===== config.mk =====
export PLATFORM = sky130hd
export DESIGN_NAME = dma_trig_latch
export DESIGN_NICKNAME = d
export VERILOG_FILES = /design/src/rtl/dma_trig_pkg.sv /design/src/rtl/trg_edge_det.sv /design/src/rtl/trg_src_sel.sv /design/src/rtl/trg_pend_ctl.sv /design/src/rtl/dma_trig_latch.sv
export SDC_FILE = /design/constraint.sdc
export NUM_CORES = 1
export LEC_CHECK = 0
export ABC_CLOCK_PERIOD_IN_PS = 2100
export CORE_ASPECT_RATIO = 0.5
export CORE_UTILIZATION = 40
export DETAILED_ROUTE_END_ITERATION = 8
export DONT_BUFFER_PORTS = 1
export GPL_TIMING_DRIVEN = 0
export PLACE_DENSITY = 0.5
export SLEW_MARGIN = 20
export SYNTH_ARGS = -nofsm -noshare
export SYNTH_HDL_FRONTEND = slang
export SYNTH_HIERARCHICAL = 1
export SYNTH_SLANG_ARGS = --single-unit

===== constraint.sdc =====
create_clock -name clk_i -period 2.1 [get_ports clk_i]
set_clock_uncertainty 0.1 [all_clocks]
set_input_delay 0.21 -clock clk_i [delete_from_list [all_inputs] [get_ports clk_i]]
set_output_delay 0.21 -clock clk_i [all_outputs]
set_load 0.05 [all_outputs]

===== src/rtl/dma_trig_pkg.sv =====
package dma_trig_pkg;

   // Trigger causes seen by the pending latch in one cycle.
   typedef struct packed {
      logic periph;   // accepted edge on the selected source
      logic force_sw; // software force
   } trig_cause_t;

   // Clear causes seen by the pending latch in one cycle.
   typedef struct packed {
      logic burst;    // arbiter started the burst
      logic sw;       // software clear
   } trig_clear_t;

endpackage


===== src/rtl/trg_edge_det.sv =====
module trg_edge_det #(
   parameter int unsigned WIDTH = 29
) (
   input  logic             clk_i,
   input  logic             rst_ni,
   input  logic [WIDTH-1:0] lvl_i,
   output logic [WIDTH-1:0] rise_o
);

   logic [WIDTH-1:0] prev_q;

   always_ff @(posedge clk_i or negedge rst_ni) begin
      if (!rst_ni) prev_q <= '0;
      else         prev_q <= lvl_i;
   end

   assign rise_o = lvl_i & ~prev_q;


   held_no_rise_chk: assert property (@(posedge clk_i) disable iff (!rst_ni)
      lvl_i[WIDTH-1] |=> !rise_o[WIDTH-1]);

endmodule


===== src/rtl/trg_src_sel.sv =====
module trg_src_sel #(
   parameter int unsigned NUM_SRC = 29,
   parameter int unsigned SEL_W   = 5
) (
   input  logic [SEL_W-1:0]   sel_i,
   input  logic [NUM_SRC-1:0] rise_i,
   output logic [NUM_SRC-1:0] dec_o,
   output logic               hit_o
);

   // Index 0 means no source. Values of NUM_SRC or more decode to nothing.
   assign dec_o[0] = 1'b0;

   for (genvar k = 1; k < NUM_SRC; k++) begin : g_dec
      assign dec_o[k] = (sel_i == SEL_W'(k));
   end

   assign hit_o = |(dec_o & rise_i);


   dec_onehot_chk: assert final ($onehot0(dec_o));

endmodule


===== src/rtl/trg_pend_ctl.sv =====
module trg_pend_ctl
   import dma_trig_pkg::*;
(
   input  logic        clk_i,
   input  logic        rst_ni,
   input  trig_cause_t cause_i,
   input  trig_clear_t clear_i,
   input  logic        ovf_clr_i,
   output logic        pend_o,
   output logic        ovf_o
);

   logic trig;
   logic clr;
   logic pend_d;
   logic ovf_d;

   assign trig = cause_i.periph | cause_i.force_sw;
   assign clr  = clear_i.burst | clear_i.sw;

   always_comb begin
      pend_d = pend_o;
      if (trig)     pend_d = 1'b1;
      else if (clr) pend_d = 1'b0;
   end

   always_comb begin
      ovf_d = ovf_o;
      if (ovf_clr_i)                ovf_d = 1'b0;
      if (trig && pend_o && !clr)   ovf_d = 1'b1;
   end

   always_ff @(posedge clk_i or negedge rst_ni) begin
      if (!rst_ni) begin
         pend_o <= 1'b0;
         ovf_o  <= 1'b0;
      end else begin
         pend_o <= pend_d;
         ovf_o  <= ovf_d;
      end
   end


   trig_wins_chk: assert property (@(posedge clk_i) disable iff (!rst_ni)
      (cause_i.periph || cause_i.force_sw) |=> pend_o);


   clear_drops_chk: assert property (@(posedge clk_i) disable iff (!rst_ni)
      ((clear_i.burst || clear_i.sw) && !cause_i.periph && !cause_i.force_sw) |=> !pend_o);


   ovf_set_chk: assert property (@(posedge clk_i) disable iff (!rst_ni)
      ((cause_i.periph || cause_i.force_sw) && pend_o && !clear_i.burst && !clear_i.sw) |=> ovf_o);


   ovf_sticky_chk: assert property (@(posedge clk_i) disable iff (!rst_ni)
      (ovf_o && !ovf_clr_i) |=> ovf_o);

endmodule


===== src/rtl/dma_trig_latch.sv =====
module dma_trig_latch
   import dma_trig_pkg::*;
#(
   parameter int unsigned NUM_SRC = 29,
   parameter int unsigned SEL_W   = 5,
   parameter bit          ACK_REG = 1'b1
) (
   input  logic               clk_i,
   input  logic               rst_ni,
   input  logic [NUM_SRC-1:0] src_evt_i,
   input  logic [SEL_W-1:0]   src_sel_i,
   input  logic               sw_force_i,
   input  logic               sw_clr_i,
   input  logic               ovf_clr_i,
   input  logic               int_en_i,
   input  logic               run_i,
   input  logic               burst_start_i,
   input  logic               burst_active_i,
   output logic               req_o,
   output logic               pend_o,
   output logic               ovf_o,
   output logic [NUM_SRC-1:0] src_ack_o
);

   localparam int unsigned MIN_SEL_W = (NUM_SRC > 1) ? $clog2(NUM_SRC) : 1;

   if (NUM_SRC < 2) begin : g_bad_num
      $error("dma_trig_latch: NUM_SRC must be at least 2");
   end
   if (SEL_W < MIN_SEL_W) begin : g_bad_sel
      $error("dma_trig_latch: SEL_W too narrow for NUM_SRC");
   end

   logic [NUM_SRC-1:0] rise;
   logic [NUM_SRC-1:0] dec;
   logic               periph_hit;
   trig_cause_t        cause;
   trig_clear_t        clear;

   trg_edge_det #(.WIDTH(NUM_SRC)) u_edge (
      .clk_i  (clk_i),
      .rst_ni (rst_ni),
      .lvl_i  (src_evt_i),
      .rise_o (rise)
   );

   trg_src_sel #(.NUM_SRC(NUM_SRC), .SEL_W(SEL_W)) u_sel (
      .sel_i  (src_sel_i),
      .rise_i (rise),
      .dec_o  (dec),
      .hit_o  (periph_hit)
   );

   assign cause.periph   = periph_hit;
   assign cause.force_sw = sw_force_i;
   assign clear.burst    = burst_start_i;
   assign clear.sw       = sw_clr_i;

   trg_pend_ctl u_pend (
      .clk_i     (clk_i),
      .rst_ni    (rst_ni),
      .cause_i   (cause),
      .clear_i   (clear),
      .ovf_clr_i (ovf_clr_i),
      .pend_o    (pend_o),
      .ovf_o     (ovf_o)
   );

   assign req_o = pend_o & int_en_i & run_i & ~burst_active_i;

   if (ACK_REG) begin : g_ack_reg
      always_ff @(posedge clk_i or negedge rst_ni) begin
         if (!rst_ni)         src_ack_o <= '0;
         else if (periph_hit) src_ack_o <= dec;
         else                 src_ack_o <= '0;
      end


      ack_cause_chk: assert property (@(posedge clk_i) disable iff (!rst_ni)
         (|src_ack_o) |-> pend_o);

      ack_single_chk: assert property (@(posedge clk_i) disable iff (!rst_ni)
         (|src_ack_o) |=> (src_ack_o == '0) || !$stable(src_ack_o) || $past(periph_hit));
   end else begin : g_ack_comb
      assign src_ack_o = periph_hit ? dec : '0;
   end


   ack_onehot_chk: assert property (@(posedge clk_i) disable iff (!rst_ni)
      $onehot0(src_ack_o));


   no_req_in_burst_chk: assert property (@(posedge clk_i) disable iff (!rst_ni)
      burst_active_i |-> !req_o);

endmodule


==> results of run 1 <==
final cells by class:
cell class              count  area (sq um)  area share [%]
plain buffers              14           110            3.10
clock buffers               9           225            6.34
clock inverters             7           123            3.45
inverters                   2          7.51           0.211
multi-input cells         147          1140            32.0
flip-flops and latches     59          1480            41.6
well taps                  88           110            3.10
repair buffers             35           363            10.2
sequential cells by signal, indices dropped and copies added, names as in the netlist:
signal         flops
src_ack_o         29
u_edge/prev_q     28
u_pend/ovf_o       1
u_pend/pend_o      1
layer usage:
metal | wire length (microns) | global-route usage [%]
met2 | 2410 | 27.4
met5 | 0 | 0
met1 | 2910 | 23.4
met3 | 431 | 8.65
met4 | 90 | 9.22
final timing paths:
path / cells past startpoint / to / from
min: 3 / src_ack_o[12] / src_sel_i[0]
min reg2reg: 2 / u_pend/ovf_o / u_pend/ovf_o
max reg2reg: 8 / src_ack_o[25] / u_edge/prev_q[21]
min in group asynchronous: 2 / u_edge/prev_q[11] / rst_ni
max in group asynchronous: 2 / src_ack_o[4] / rst_ni
max: 8 / src_ack_o[25] / u_edge/prev_q[21]
worst max-delay path, delay by kind of cell (launching register included):
| family | cells | cell delay, ns |
|---|---|---|
| buffers and inverters | 1 | 0.16 |
| AOI/OAI and AO/OA | 3 | 0.39 |
| and+or+nand+nor | 3 | 0.67 |
| muxes | 1 | 0.19 |
| DFF | 1 | 0.37 |
cells in the final DEF (no fill, tap or decap), drive strengths merged:
cell type / n
buf: 14
inv: 4
or4b: 1
nand3b: 5
o22ai: 2
mux2i: 3
bufinv: 3
conb: 1
a2bb2oi: 1
nand3: 3
o21ai: 3
or2: 1
dlygate4sd3: 33
a311oi: 1
a31oi: 1
o22a: 1
or3: 2
nor2b: 29
a22oi: 1
o221ai: 1
clkbuf: 11
and4b: 1
clkinvlp: 2
nor2: 28
nor3: 5
nand2b: 6
mux2: 3
dfrtp: 59
nor3b: 3
o2111ai: 1
nand2: 6
and2: 29
nand4: 1
a21oi: 6
or3b: 2
metrics by stage:
step / setup TNS (ns) / util, % / cells
floorplan: 0 / - / 223
CTS: 0 / 56.3 / 361
global route: 0 / 56.1 / 361
global placement: -1.29 / 45.0 / 311
detailed placement: -1.40 / 45.0 / 311
finish: 0 / 56.1 / 361
power by group through the flow:
stage / combinational (W) / sequential (W) / clock [W]
after floorplan: 0.000168 / 0.00126 / 0
after global placement: 0.000204 / 0.00126 / 0
after detailed placement: 0.000206 / 0.00127 / 0
after CTS: 0.000290 / 0.00125 / 0.00175
after global routing: 0.000310 / 0.00125 / 0.00181
final: 0.000281 / 0.00124 / 0.00170
repair_timing:
| action | in CTS | in global routing |
|---|---|---|
| pin swaps | 0 | 4 |
| cloned | 0 | 1 |
| setup endpoints to repair | 10 | 17 |
| hold buffers | 34 | 0 |
| endpoints found under the hold margin | 89 | 0 |
| resized for setup | 2 | 0 |
==> impl_metrics.env, run 1 <==
export IMPL_first_global_vias=1837
export IMPL_worstSkewPairLatency_ns=0.34
export IMPL_slew_headroom_pct=66.4
export IMPL_p_int_w=0.00249
export IMPL_power_frac_seq_pct=38.6
export IMPL_startpoint_type="register"
export IMPL_place_gp_congestion=0.774
export IMPL_holdWs_ns=0.203
export IMPL_place_ws_ns=-0.115
export IMPL_vias=1726
export IMPL_swShare_pct=22.8
export IMPL_finalMaxSlewViolations=0
export IMPL_finalWorstSetupSlack_ns=0.115
export IMPL_hp_class="input port to register"
export IMPL_hpwlAfterDp_microns=3880
export IMPL_status="completed"
export IMPL_ys_warnings_count=6
export IMPL_cts_tree="done"
export IMPL_overflow=0
export IMPL_pwr_share_comb_pct=8.7
export IMPL_fillers=543
export IMPL_critPathMaxStageDelay_ns=0.43
export IMPL_h_tree_depth=3
export IMPL_port_buffer_count=0
export IMPL_clkTransAtPathRegs_ns=0.06
export IMPL_avgRoutedWirePerCell_microns=16.2
export IMPL_placed_cell_area_sq_um=2850
export IMPL_die_h_microns=60.5
export IMPL_crit_arrival_ns=2.11
export IMPL_leakage_nw=1.61
export IMPL_syn_cell_area_sq_um=2740
export IMPL_setup_viol_count_final=0
export IMPL_cts_root_buf="clkbuf_16"
export IMPL_drv_cap=0
export IMPL_row_count=20
export IMPL_ant_nets=0
export IMPL_powerDensity_nw_per_um2=909
export IMPL_ios=75
export IMPL_grt_start_max_net_pins=60
export IMPL_final_period_utilization_pct=94.5
export IMPL_drt_drc_violations_left=0
export IMPL_power_total_w=0.00323
export IMPL_min_period_ns=1.99
export IMPL_start_util_pct=43.2
export IMPL_finalInstanceArea_sq_um=3550
export IMPL_drt_first_pass_iters=4
export IMPL_switchingPower_w=0.000735
export IMPL_cts_buffers=9
export IMPL_syn2layout_area_growth_pct=29.8
export IMPL_syn_instance_count=223
export IMPL_cts_setup_buffers=0
export IMPL_endpoint_kind="register"
export IMPL_worstPathCellList="nor2b_4, mux2i_2, o22ai_1, a21oi_1, o221ai_1, or3_4, buf_6, and2_2"
export IMPL_rsz0062_at_grt="no"
export IMPL_syn_nets=266
export IMPL_hold_viol_final=0
export IMPL_die_w_microns=119
export IMPL_final_layout_size_suffix_gt1_share_pct=30.4
export IMPL_grt_pass1_wl_microns=9450
export IMPL_synth_avg_cell_area_sq_um=12.3
export IMPL_required_ns=2.22
export IMPL_totalWireLength_microns=5850
export IMPL_track_usage_pct=18.6
export IMPL_power_clock_fraction_pct=52.7
export IMPL_worst_path_max_fanout=14
export IMPL_num_nets_final=311
export IMPL_crit_type="register to register"
export IMPL_ff2ff_setup_slack_ns=0.11
export IMPL_ir_drop_uv=703
export IMPL_antenna_found_initial=0
export IMPL_die_area_sq_um=7200
export IMPL_cp_slowest_cell="or3_4"
export IMPL_drt_iter0_drc=71
export IMPL_design_core_area_sq_um=6330
export IMPL_antennaDiodeCount=0
export IMPL_max_freq_mhz=504
export IMPL_clock_sinks=59
export IMPL_worst_slew_pin_slew_ns=0.504
export IMPL_viasPerCell=4.78
export IMPL_cts_buffer_depth=2
(Power assumes the default switching activity.)
==> run 2, diff against run 1 <==
--- a/config.mk
+++ b/config.mk
@@ -5,6 +5,7 @@
 export SDC_FILE = /design/constraint.sdc
 export NUM_CORES = 1
 export LEC_CHECK = 0
+export ABC_AREA = 1
 export ABC_CLOCK_PERIOD_IN_PS = 2100
 export CORE_ASPECT_RATIO = 0.5
 export CORE_UTILIZATION = 40
@@ -12,6 +13,7 @@
 export DONT_BUFFER_PORTS = 1
 export GPL_TIMING_DRIVEN = 0
 export PLACE_DENSITY = 0.5
+export SETUP_SLACK_MARGIN = 0.4
 export SLEW_MARGIN = 20
 export SYNTH_ARGS = -nofsm -noshare
 export SYNTH_HDL_FRONTEND = slang
==> run 2 against run 1 <==
Against the previous run:
- the run now ends with negative hold slack left
- utilization shrank 2.1 points
- synthesized area decreased by 4.4%
- maximum frequency is 23% higher
- synthesized cell count is 40% higher
- setup slack gained 0.38 ns
- total power fell by 16%
- critical endpoint is now req_o
- largest cell class unchanged
- largest power group unchanged
- highest routed layer unchanged
==> impl_metrics.env, run 2 <==
export IMPL_critical_path_buf_inv_count=0
export IMPL_fin_tns_setup_ns=0
export IMPL_setup_viol_count_final=0
export IMPL_drt_iter0_drc=55
export IMPL_worstPathCellList="nand2_1, nor2_4"
export IMPL_slew_headroom_pct=66.3
export IMPL_antennaDiodeCount=0
export IMPL_start_util_pct=42.3
export IMPL_rsz0062_at_grt="no"
export IMPL_powerDensity_nw_per_um2=809
export IMPL_power_total_w=0.00270
export IMPL_row_count=20
export IMPL_startpoint_type="register"
export IMPL_grt_start_max_net_pins=60
export IMPL_h_tree_depth=3
export IMPL_cts_root_buf="clkbuf_16"
export IMPL_cts_buffer_depth=2
export IMPL_holdWs_ns=-0.515
export IMPL_ys_warnings_count=6
export IMPL_final_common_cell="inv_1"
export IMPL_overflow=0
export IMPL_critPathMaxStageDelay_ns=0.53
export IMPL_hp_class="input port to asynchronous set/reset pin"
export IMPL_cts_setup_buffers=0
export IMPL_placedCellCount=400
export IMPL_syn_instance_count=312
export IMPL_vias=1967
export IMPL_instances_no_fill=446
export IMPL_swShare_pct=22.1
export IMPL_viasPerCell=4.41
export IMPL_grt_pass1_wl_microns=9210
export IMPL_worst_path_max_fanout=4
export IMPL_first_global_vias=1930
export IMPL_mostFrequentLayoutCells="73 x inv_1, 60 x nand2_1, 58 x dfrtp_1"
export IMPL_critPathTopFamily="flip-flops"
export IMPL_power_frac_seq_pct=45.6
export IMPL_max_freq_mhz=622
export IMPL_syn_nets=355
export IMPL_final_layout_size_suffix_gt1_share_pct=15.6
export IMPL_worst_slew_pin_slew_ns=0.505
export IMPL_die_area_sq_um=6890
export IMPL_avgRoutedWirePerCell_microns=12.7
export IMPL_drt_drc_violations_left=0
export IMPL_clock_sinks=59
export IMPL_violations="negative hold slack"
export IMPL_worstSkewPairLatency_ns=0.32
export IMPL_largest_reg_flops=29
export IMPL_syn2layout_area_growth_pct=27.5
export IMPL_leakage_nw=1.90
export IMPL_cts_tree="done"
export IMPL_antenna_found_initial=0
export IMPL_ir_drop_uv=565
export IMPL_path_depth=2
export IMPL_die_h_microns=59.2
export IMPL_crit_type="register to output port"
export IMPL_endpoint_kind="output port"
export IMPL_reg_largest_list="src_ack_o: 29 flops, u_edge/prev_q: 28 flops"
export IMPL_clkTransAtPathRegs_ns=0.05
export IMPL_ios=75
export IMPL_ant_nets=0
export IMPL_min_period_ns=1.61
export IMPL_power_clock_fraction_pct=46.5
export IMPL_worstRegToRegCells=11
export IMPL_switchingPower_w=0.000597
export IMPL_hold_viol_final=59
export IMPL_port_buffer_count=0
export IMPL_holdBufCountCts=34
export IMPL_pwr_share_comb_pct=8.0
export IMPL_drv_cap=0
export IMPL_place_gp_congestion=0.761
export IMPL_syn_cell_area_sq_um=2620
export IMPL_totalWireLength_microns=5660
export IMPL_design_core_area_sq_um=6180
export IMPL_die_w_microns=116
export IMPL_num_nets_final=400
export IMPL_hpwlAfterDp_microns=4090
export IMPL_fin_util_pct=54.0
export IMPL_cp_slowest_cell="dfrtp_2"
export IMPL_crit_arrival_ns=1.30
export IMPL_drt_first_pass_iters=4
export IMPL_cts_buffers=9
export IMPL_p_int_w=0.00210
export IMPL_track_usage_pct=18.8
export IMPL_status="finished, violations left"
export IMPL_largest_register="src_ack_o"
export IMPL_synth_avg_cell_area_sq_um=8.39
export IMPL_finalMaxSlewViolations=0
export IMPL_final_period_utilization_pct=76.6
export IMPL_required_ns=1.79
## run 2: cell types whose count changed in the layout (fill, tap and decap cells not counted), moves of 4 or more
cell	before	now
a21oi_1	6	0
nand3b_1	5	1
nor2b_4	28	0
inv_1	2	73
and2_4	7	0
and2_2	9	0
and2_1	13	0
nand2_1	6	60
nand2b_1	6	0
nand3_1	3	17
nand4_1	1	12
nor2_2	0	30
nor2_1	28	38
## run 2: layout make-up
| class | count | area [sq um] |
|---|---|---|
| buffer | 8 | 56.3 |
| clock buffer | 12 | 256 |
| fill | 611 | 2850 |
| inverter | 75 | 282 |
| multi-input combinational | 170 | 813 |
| sequential | 59 | 1480 |
| tap | 88 | 110 |
| timing repair buffer | 34 | 340 |
## run 2: worst reg2reg max path, delay by kind of cell, from the launching register on
| kind | cells | cell delay, ns |
|---|---|---|
| flops | 1 | 0.37 |
| simple gates | 8 | 0.65 |
| buf+inv | 3 | 0.37 |
## run 2: what timing repair did
action                     in CTS  in global routing
pin swaps                       0                  0
resized for setup               2                  1
hold endpoints to repair       90                 59
setup endpoints to repair       1                  6
## run 2: path summary, 6_finish.rpt
path | startpoint | end | slack (ns)
min reg2reg | u_pend/pend_o | u_pend/ovf_o | 0.63
min | rst_ni | u_edge/prev_q[24] | -0.51
max reg2reg | u_edge/prev_q[8] | src_ack_o[21] | 0.56
min in group clk_i | src_sel_i[3] | src_ack_o[27] | 0.05
max | u_pend/pend_o | req_o | 0.49
max in group asynchronous | rst_ni | u_pend/pend_o | 2.30
## run 2: power by group through the flow
stage	Clock (W)	Sequential [W]	Combinational, W
2_1_floorplan	0	0.00124	0.000126
3_3_place_gp	0	0.00125	0.000160
3_5_place_dp	0	0.00125	0.000162
4_1_cts	0.00129	0.00123	0.000213
5_1_grt	0.00135	0.00123	0.000238
6_report	0.00125	0.00123	0.000214
## run 2: metal layers
| metal | GRT usage, % | share of wire [%] | up-vias |
|---|---|---|---|
| met2 | 27.0 | 42 | 68 |
| met3 | 7.87 | 7.6 | 6 |
| met5 | 0 | 0 | - |
| li1 | - | - | 998 |
| met1 | 25.4 | 49 | 895 |
| met4 | 6.59 | 0.65 | 0 |
## run 2: stage by stage
stage	setup WS (ns)	area [sq um]	hold WS (ns)
floorplan	0.575	2620	-0.186
global placement	0.230	2730	-0.184
detailed placement	0.207	2730	-0.184
CTS	0.475	3330	-0.529
global route	0.423	3340	-0.532
finish	0.491	3340	-0.515
==> run 3, diff against run 2 <==
--- a/config.mk
+++ b/config.mk
@@ -6,13 +6,13 @@
 export NUM_CORES = 1
 export LEC_CHECK = 0
 export ABC_AREA = 1
-export ABC_CLOCK_PERIOD_IN_PS = 2100
+export ABC_CLOCK_PERIOD_IN_PS = 1450
 export CORE_ASPECT_RATIO = 0.5
 export CORE_UTILIZATION = 40
 export DETAILED_ROUTE_END_ITERATION = 8
 export DONT_BUFFER_PORTS = 1
 export GPL_TIMING_DRIVEN = 0
-export PLACE_DENSITY = 0.5
+export PLACE_DENSITY = 0.52
 export SETUP_SLACK_MARGIN = 0.4
 export SLEW_MARGIN = 20
 export SYNTH_ARGS = -nofsm -noshare
==> constraint.sdc (replaced) <==
create_clock -name clk_i -period 1.45 [get_ports clk_i]
set_clock_uncertainty 0.1 [all_clocks]
set_input_delay 0.145 -clock clk_i [delete_from_list [all_inputs] [get_ports clk_i]]
set_output_delay 0.145 -clock clk_i [all_outputs]
set_load 0.05 [all_outputs]
==> run 3 against run 2 <==
Against the previous run:
- the flow finishes with violations (negative hold slack, negative setup slack)
- routed wire length rose by 7.1%
- sequential cell count unchanged
- total power increased by 64%
- setup slack lost 0.55 ns
- first-iteration DRC count grew 49%
- sequential share of layout area is 3.3 points lower
- non-clock buffer count grew 6
- critical path type unchanged
- largest power group unchanged
==> impl_metrics.env, run 3 (same netlist as run 2, synthesis figures left out) <==
export IMPL_status="finished, violations left"
export IMPL_violations="negative hold slack, negative setup slack"
export IMPL_die_w_microns=116
export IMPL_ios=75
export IMPL_crit_type="register to output port"
export IMPL_row_count=20
export IMPL_avgRoutedWirePerCell_microns=13.3
export IMPL_start_util_pct=42.3
export IMPL_required_ns=1.21
export IMPL_mostFrequentLayoutCells="47 x inv_1, 36 x nor2_1, 34 x dlygate4sd3_1"
export IMPL_largest_register="src_ack_o"
export IMPL_grt_start_max_net_pins=60
export IMPL_r2r_end="src_ack_o[22]"
export IMPL_cts_tree="done"
export IMPL_hp_class="input port to asynchronous set/reset pin"
export IMPL_h_tree_depth=3
export IMPL_ir_drop_uv=584
export IMPL_final_layout_size_suffix_gt1_share_pct=43.2
export IMPL_port_buffer_count=0
export IMPL_cts_root_buf="clkbuf_16"
export IMPL_overflow=0
export IMPL_min_period_ns=1.51
export IMPL_grt_pass1_wl_microns=9740
export IMPL_placed_cell_area_sq_um=2750
export IMPL_worstRegToRegCells=11
export IMPL_holdWs_ns=-0.589
export IMPL_antennaDiodeCount=0
export IMPL_die_area_sq_um=6890
export IMPL_drv_cap=0
export IMPL_finalInstanceArea_sq_um=3700
export IMPL_vias=2058
export IMPL_largest_reg_flops=29
export IMPL_design_core_area_sq_um=6180
export IMPL_cts_buffer_depth=2
export IMPL_clkTransAtPathRegs_ns=0.05
export IMPL_hold_viol_final=62
export IMPL_finalWorstSetupSlack_ns=-0.0567
export IMPL_fin_util_pct=59.8
export IMPL_max_freq_mhz=664
export IMPL_reg2reg_from="u_edge/prev_q[14]"
export IMPL_hpwlAfterDp_microns=4120
export IMPL_track_usage_pct=20.1
export IMPL_placedCellCount=400
export IMPL_setup_viol_count_final=20
export IMPL_syn2layout_area_growth_pct=41.3
export IMPL_endpoint_kind="output port"
export IMPL_power_total_w=0.00443
export IMPL_drt_first_pass_iters=4
export IMPL_drt_iter0_drc=82
export IMPL_reg_largest_list="src_ack_o: 29 flops, u_edge/prev_q: 28 flops"
export IMPL_totalWireLength_microns=6060
export IMPL_fillers=563
export IMPL_num_nets_final=406
export IMPL_worstSkewPairLatency_ns=0.33
export IMPL_instances_no_fill=456
export IMPL_final_common_cell="inv_1"
export IMPL_die_h_microns=59.2
export IMPL_place_gp_congestion=0.824
export IMPL_crit_arrival_ns=1.26
export IMPL_worst_path_max_fanout=4
export IMPL_finalMaxSlewViolations=0
export IMPL_cts_buffers=9
export IMPL_ff2ff_setup_slack_ns=-0.02
export IMPL_startpoint_type="register"
export IMPL_final_period_utilization_pct=104
export IMPL_first_global_vias=2097
export IMPL_powerDensity_nw_per_um2=1200
export IMPL_drt_drc_violations_left=0
export IMPL_ant_nets=0
export IMPL_rsz0062_at_grt="yes"
export IMPL_leakage_nw=2.06
export IMPL_antenna_found_initial=0
export IMPL_viasPerCell=4.51
export IMPL_clock_sinks=59
export IMPL_holdBufCountCts=34
[run 3: how the worst max path moves through the flow]
| stage | startpoint | endpoint | slack [ns] |
|---|---|---|---|
| 2_1_floorplan | u_edge/prev_q[21] | src_ack_o[23] | 0.13 |
| 3_5_place_dp | src_sel_i[2] | src_ack_o[22] | -0.23 |
| 6_report | u_pend/pend_o | req_o | -0.06 |
| 5_1_grt | u_edge/prev_q[6] | src_ack_o[22] | -0.12 |
| 4_1_cts | u_pend/pend_o | req_o | -0.06 |
| 3_3_place_gp | src_sel_i[2] | src_ack_o[17] | -0.22 |
[run 3: worst max-delay path: stages, from the launching register on]
cell     delay [ns]
dfrtp_2        0.54
nand2_2        0.11
nor2_4         0.28
[run 3: per-layer routing]
layer | routed length [microns] | part of all wire [%] | track usage (%)
met4 | 106 | 1.7 | 8.79
met5 | 0 | 0 | 0
met3 | 453 | 7.5 | 8.59
met2 | 2750 | 45 | 31.7
met1 | 2750 | 45 | 24.2
[run 3: report_power, final]
part           internal, W  switching, W  leakage [nW]
clock              0.00151      0.000682         0.156
sequential         0.00171     0.0000755         0.704
combinational     0.000214      0.000236          1.20
total              0.00343      0.000994          2.06
[run 3: per-stage QoR]
step	setup slack, ns	hold slack (ns)	TNS [ns]
6_report	-0.0567	-0.589	-0.225
5_1_grt	-0.121	-0.610	-3.04
4_1_cts	-0.0638	-0.602	-0.599
3_5_place_dp	-0.227	-0.249	-4.37
3_3_place_gp	-0.221	-0.249	-4.25
2_1_floorplan	0.132	-0.251	0
[run 3: area by class of cell]
class	instances	area, sq um	share of cell area, %
clock buffers	15	288	7.78
inverters	75	284	7.68
flip-flops and latches	59	1520	41.0
repair buffers	40	429	11.6
clock inverters	1	30.0	0.812
plain buffers	8	67.6	1.83
multi-input cells	170	973	26.3
well taps	88	110	2.98
[run 3: repair_timing]
| item | 4_1_cts | 5_1_grt |
|---|---|---|
| endpoints found under the hold margin | 96 | 62 |
| endpoints found under the setup margin | 62 | 62 |
| pin swaps | 12 | 0 |
| gates cloned | 2 | 0 |
| gates resized for setup | 85 | 26 |
| buffers inserted | 4 | 0 |
